<file path="src/rtl/ea_pkg.sv">
// Shared encodings for the effective address unit.
// Assumes a 3-bit mode code and a 2-bit result kind.
package ea_pkg;
    typedef enum logic [2:0] {
        MODE_IMM  = 3'd0,
        MODE_DIR  = 3'd1,
        MODE_IND  = 3'd2,
        MODE_REG  = 3'd3,
        MODE_RIND = 3'd4,
        MODE_DISP = 3'd5,
        MODE_REL  = 3'd6,
        MODE_IDX  = 3'd7
    } ea_mode_e;

    typedef enum logic [1:0] {
        KIND_IMM = 2'd0,
        KIND_REG = 2'd1,
        KIND_EA  = 2'd2
    } ea_kind_e;

    typedef enum logic [1:0] {
        ST_IDLE = 2'd0,
        ST_MEM  = 2'd1,
        ST_DONE = 2'd2
    } ea_state_e;
endpackage

</file>
<file path="src/rtl/ea_comb_calc.sv">
// Combinational decode of one request. It produces the result for modes
// that need no memory, and the launch parameters for the modes that do.
// Assumes AW > RW and that inputs are stable in the start cycle.
module ea_comb_calc
    import ea_pkg::*;
#(
    parameter int AW = 16,
    parameter int RW = 3,
    parameter int DW = 2
) (
    input  logic [2:0]    mode,
    input  logic          pre_sel,
    input  logic [DW-1:0] depth,
    input  logic [AW-1:0] addr_field,
    input  logic [RW-1:0] reg_num,
    input  logic [AW-1:0] reg_data,
    input  logic [AW-1:0] pc,
    output ea_kind_e      kind,
    output logic [AW-1:0] value,
    output logic          needs_mem,
    output logic [AW-1:0] first_ptr,
    output logic [DW-1:0] levels,
    output logic          post_add
);
    localparam int PADW = AW - RW;

    ea_mode_e      m;
    logic [AW-1:0] base;
    logic [AW-1:0] sum;

    assign m = ea_mode_e'(mode);

    // Select the base of the single adder: the PC for relative mode, the register otherwise
    assign base = (m == MODE_REL) ? pc : reg_data;
    assign sum  = addr_field + base;

    // Decode the mode into a result or into a memory launch
    always_comb begin
        kind      = KIND_EA;
        value     = addr_field;
        needs_mem = 1'b0;
        first_ptr = addr_field;
        levels    = '0;
        post_add  = 1'b0;
        case (m)
            MODE_IMM:  kind = KIND_IMM;
            MODE_DIR:  kind = KIND_EA;
            MODE_IND: begin
                needs_mem = 1'b1;
                levels    = depth;
            end
            MODE_REG: begin
                kind  = KIND_REG;
                value = {{PADW{1'b0}}, reg_num};
            end
            MODE_RIND: value = reg_data;
            MODE_DISP: value = sum;
            MODE_REL:  value = sum;
            MODE_IDX: begin
                needs_mem = 1'b1;
                if (pre_sel) first_ptr = sum;
                else         post_add  = 1'b1;
            end
            default: kind = KIND_EA;
        endcase
    end
endmodule

</file>
<file path="src/rtl/ea_mem_seq.sv">
// Read sequencer: follows a chain of 1 to 2^DW pointers over a
// request/valid port. It can add a captured index to the final word.
// Assumes launch is only raised while the sequencer is inactive.
module ea_mem_seq #(
    parameter int AW = 16,
    parameter int DW = 2
) (
    input  logic          clk,
    input  logic          rst_n,
    input  logic          launch,
    input  logic [AW-1:0] launch_ptr,
    input  logic [DW-1:0] launch_levels,
    input  logic          launch_post,
    input  logic [AW-1:0] launch_idx,
    output logic          mem_req,
    output logic [AW-1:0] mem_addr,
    input  logic          mem_valid,
    input  logic [AW-1:0] mem_rdata,
    output logic          fin,
    output logic [AW-1:0] fin_value
);
    logic          active;
    logic [AW-1:0] ptr;
    logic [DW-1:0] left;
    logic          post;
    logic [AW-1:0] idx;

    assign mem_req   = active;
    assign mem_addr  = ptr;
    assign fin       = active && mem_valid && (left == '0);
    assign fin_value = mem_rdata + (post ? idx : '0);

    // Capture a launch, then step through the chain on each accepted read
    always_ff @(posedge clk) begin
        if (!rst_n) begin
            active <= 1'b0;
            ptr    <= '0;
            left   <= '0;
            post   <= 1'b0;
            idx    <= '0;
        end else if (launch) begin
            active <= 1'b1;
            ptr    <= launch_ptr;
            left   <= launch_levels;
            post   <= launch_post;
            idx    <= launch_idx;
        end else if (active && mem_valid) begin
            ptr <= mem_rdata;
            if (left == '0) active <= 1'b0;
            else            left   <= left - 1'b1;
        end
    end
endmodule

</file>
<file path="src/rtl/ea_unit.sv">
// Effective address unit top. It accepts one request while idle. Modes
// without memory finish one cycle after start. The others run the read
// sequencer and finish when the last read returns.
// Assumes reg_data and pc belong to the start cycle only.
module ea_unit
    import ea_pkg::*;
#(
    parameter int AW = 16,
    parameter int RW = 3,
    parameter int DW = 2
) (
    input  logic          clk,
    input  logic          rst_n,
    input  logic          start,
    input  logic [2:0]    mode,
    input  logic          pre_sel,
    input  logic [DW-1:0] depth,
    input  logic [AW-1:0] addr_field,
    input  logic [RW-1:0] reg_num,
    input  logic [AW-1:0] reg_data,
    input  logic [AW-1:0] pc,
    output logic          mem_req,
    output logic [AW-1:0] mem_addr,
    input  logic          mem_valid,
    input  logic [AW-1:0] mem_rdata,
    output logic          busy,
    output logic          done,
    output logic [1:0]    res_kind,
    output logic [AW-1:0] res_value
);
    ea_state_e     st;
    ea_kind_e      c_kind;
    logic [AW-1:0] c_value;
    logic          c_needs;
    logic [AW-1:0] c_ptr;
    logic [DW-1:0] c_levels;
    logic          c_post;
    logic          accept;
    logic          seq_fin;
    logic [AW-1:0] seq_value;
    ea_kind_e      kind_q;

    assign accept   = start && (st == ST_IDLE);
    assign busy     = (st != ST_IDLE);
    assign done     = (st == ST_DONE);
    assign res_kind = kind_q;

    ea_comb_calc #(.AW(AW), .RW(RW), .DW(DW)) u_calc (
        .mode       (mode),
        .pre_sel    (pre_sel),
        .depth      (depth),
        .addr_field (addr_field),
        .reg_num    (reg_num),
        .reg_data   (reg_data),
        .pc         (pc),
        .kind       (c_kind),
        .value      (c_value),
        .needs_mem  (c_needs),
        .first_ptr  (c_ptr),
        .levels     (c_levels),
        .post_add   (c_post)
    );

    ea_mem_seq #(.AW(AW), .DW(DW)) u_seq (
        .clk           (clk),
        .rst_n         (rst_n),
        .launch        (accept && c_needs),
        .launch_ptr    (c_ptr),
        .launch_levels (c_levels),
        .launch_post   (c_post),
        .launch_idx    (reg_data),
        .mem_req       (mem_req),
        .mem_addr      (mem_addr),
        .mem_valid     (mem_valid),
        .mem_rdata     (mem_rdata),
        .fin           (seq_fin),
        .fin_value     (seq_value)
    );

    // Request state machine and result register
    always_ff @(posedge clk) begin
        if (!rst_n) begin
            st        <= ST_IDLE;
            kind_q    <= KIND_IMM;
            res_value <= '0;
        end else begin
            case (st)
                ST_IDLE: if (accept) begin
                    if (c_needs) begin
                        st <= ST_MEM;
                    end else begin
                        st        <= ST_DONE;
                        kind_q    <= c_kind;
                        res_value <= c_value;
                    end
                end
                ST_MEM: if (seq_fin) begin
                    st        <= ST_DONE;
                    kind_q    <= KIND_EA;
                    res_value <= seq_value;
                end
                ST_DONE: st <= ST_IDLE;
                default: st <= ST_IDLE;
            endcase
        end
    end
endmodule

</file>
<file path="config.mk">
export PLATFORM = sky130hd
export DESIGN_NAME = ea_unit
export DESIGN_NICKNAME = d
export VERILOG_FILES = /design/src/rtl/ea_pkg.sv /design/src/rtl/ea_comb_calc.sv /design/src/rtl/ea_mem_seq.sv /design/src/rtl/ea_unit.sv
export SDC_FILE = /design/constraint.sdc
export NUM_CORES = 1
export LEC_CHECK = 0
export ABC_AREA = 0
export ABC_CLOCK_PERIOD_IN_PS = 4450
export BUFFER_PORTS_ARGS = -buffer_cell sky130_fd_sc_hd__buf_2
export CAP_MARGIN = 40
export CORE_MARGIN = 4
export CORE_UTILIZATION = 56
export DETAILED_ROUTE_END_ITERATION = 10
export PLACE_DENSITY_LB_ADDON = 0.1
export SLEW_MARGIN = 20
export SYNTH_ARGS = -nofsm -noshare
export SYNTH_HDL_FRONTEND = slang
export SYNTH_SLANG_ARGS = --single-unit
</file>
<file path="constraint.sdc">
create_clock -name clk -period 4.45 [get_ports clk]
set_input_delay 0.6675 -clock clk [delete_from_list [all_inputs] [get_ports clk]]
set_output_delay 0.6675 -clock clk [all_outputs]
set_load 0.02 [all_outputs]
</file>
==> impl_metrics.ini <==
[status]
outcome = finished clean

[synth]
ys_ff_latch = 56
synth_area_leaders = dfxtp_1, ha_1, nand2_1
synth.largest_area_cell = dfxtp_1
syn_inst = 683
synth_edf_count = 0
synth-async-reset-ratio_pct = 0
synth_area_sq_um = 5141
synthMostInstantiatedCell = nand2_1
netlist.area_leader.share_pct = 21.81
synth_flop_cell = dfxtp_1
yosysSeqAreaShare_pct = 21.81
synth.avg_cell_area_sq_um = 7.527
synth_warnings = 0
synth_common_cells = nand2_1, a21oi_1, dfxtp_1, o21ai_0, ha_1
synth_cell_types = 73
syn-num-nets = 795

[clock_network]
cts.htree.levels = 2
cts_setup_buffers = 0
insertion_delay_ps = 310
path_clk_slew_ps = 100
root_buffer = clkbuf_8
cts-hold-fix-buffers = 0
clock_path_buffers = 2
tritoncts = yes
numCtsBuffers = 5
cts_resized = 0
cts_sinks = 56

[route]
via_per_inst = 6.396
drc_errors = 0
firstDrtPassIters = 5
via_count = 5584
totalWireLength_um = 16760
post_drt_wl_per_cell_um = 19.20
drt_iter0_markers = 532
ant_nets = 0

[sta]
max_freq_ghz = 0.3001
final_max_slew_viol_count = 0
setup_viol_count_final = 0
relSlewSlack_pct = 44.75
finClkSkew_ps = 5.695
whs_ps = 454.4
min_period_over_period_pct = 74.88
finalSetupTns_ps = 0
hold_viol_final = 0
rsz0062_at_grt = no
worst_pin_slew_ps = 827.8
finalCriticalPeriod_ps = 3332

[pwr]
ir_drop_mv = 0.1244
p_per_area_nw_per_um2 = 239.2
leakage_uw = 0.002512

[setup_path]
cpMostUsedCell = mux2_2
cp.arrival_ps = 3590
end_kind = flop
cpMaxStageDelayCell = fa_1
path_max_fanout = 27
r2r_slack_ps = 1640
crit_required_ps = 4700
cpPeakStageDelay_ps = 550
cp-start-kind = primary input
path_cells = buf_2 -> nand3b_4 -> mux2_2 -> ha_1 -> fa_1 -> mux2_2 -> o22ai_1 -> a221o_1 -> a221oi_1 -> a21oi_1 -> nor2_1
critPathKind = primary input to flop
worst-path-buf-inv = 1
critPathTopFamily = compound AO/OA/AOI/OAI gates

[place]
dp_cells = 866
port_buffers = 113
finalWeightedCongestion = 0.9532
hpwlAfterDp_um = 13220

[die]
die_w_um = 103.8
die_h_um = 103.8
core_area_sq_um = 8806
start_util_pct = 58.38
io_pins = 114
num_rows = 34
dieArea_sq_um = 10780

[finish]
final_layout_size_suffix_gt1_share_pct = 20.65
nets = 877
finalNonFillerCells = 873
area_growth_pct = 12.14
diodes = 0

[global_route]
grt_pass1_wl_um = 26570
grt_max_degree = 48
overflow = 0
grt_use_total_pct = 29.94
grt_pass1_vias = 5057
antenna_found_initial = 0

[min_path]
hold_class = flop to flop

[flow_run]
cap_violations = 0
-- final cells by class --
class,instances,area (sq um)
multi-input cells,570,3769
fillers,754,3040
flip-flops and latches,56,1121
repair buffers,120,618.1
well taps,108,135.1
clock buffers,6,72.57
inverters,12,45.04
clock inverters,1,5.005
-- state kept, by name, summed over array words and instances, names as in the netlist --
register	flops
res_value	16
u_seq.idx	16
u_seq.mem_addr	16
res_kind	2
st	2
u_seq.left	2
u_seq.mem_req	1
u_seq.post	1
-- layer usage --
metal	vias up	share of wire (%)	GRT usage [%]
li1	2688	-	-
met1	2556	43	43.42
met2	306	43	44.89
met3	34	11	5.037
met4	0	2.5	9.877
met5	-	0	0
-- worst reg2reg max path, stage by stage, from the launching register on --
cell	delay [ps]
dfxtp_1	610
and2_1	200
ha_1	180
inv_1	60
fa_1	390
nand2b_1	200
a21o_1	220
a31oi_1	230
o21ai_0	250
a221oi_1	290
nor3_1	80
-- cells by family after synthesis --
logic type                 count (synthesis)  share of synthesized area [%]
and+or+nand+nor                          252                          24.22
AOI/OAI and AO/OA                        228                          29.52
adders and majority gates                 39                          9.589
xor gates and xnor gates                  20                          3.407
muxes                                     31                          6.522
buffers and inverters                     57                          4.940
DFF                                       56                          21.81
-- power breakdown --
group / switching [uW] / leakage [uW] / total, uW / internal [uW]
registers: 29.4 / 0.000458 / 567 / 538
clock network: 168 / 0.0000410 / 276 / 108
logic: 333 / 0.00201 / 537 / 204
-- through the flow --
stage          util, %  total power (uW)  instance area (sq um)  setup WS, ps
6_report         65.47              1379                   5766          1118
3_5_place_dp     64.59              1101                   5688         804.7
4_1_cts          65.47              1366                   5766          1137
3_3_place_gp     64.59              1089                   5688         889.2
2_1_floorplan        -             929.7                   5141          1140
5_1_grt          65.47              1443                   5766         872.4
-- cell usage in the layout, fill, tap and decap left out, types with 14 or more instances in the layout --
master / netlist / final
a211oi_1: 15 / 15
a21oi_1: 69 / 69
a31oi_1: 14 / 14
and2_1: 24 / 24
buf_2: 14 / 113
dfxtp_1: 56 / 56
ha_1: 33 / 33
mux2_2: 20 / 20
nand2_1: 98 / 98
nand3_1: 25 / 25
nor2_1: 32 / 31
o21ai_0: 35 / 35
-- path summary, 6_finish.rpt --
| check | startpoint | to | cells after the start |
|---|---|---|---|
| min | u_seq.idx[13]$_SDFFE_PN0P_ | u_seq.idx[13]$_SDFFE_PN0P_ | 2 |
| min reg2reg | u_seq.idx[13]$_SDFFE_PN0P_ | u_seq.idx[13]$_SDFFE_PN0P_ | 2 |
| max reg2reg | u_seq.post$_SDFFE_PN0P_ | res_value[14]$_SDFFE_PN0P_ | 10 |
| max | mode[1] | res_value[1]$_SDFFE_PN0P_ | 11 |
Power figures use the tool's default switching activity.
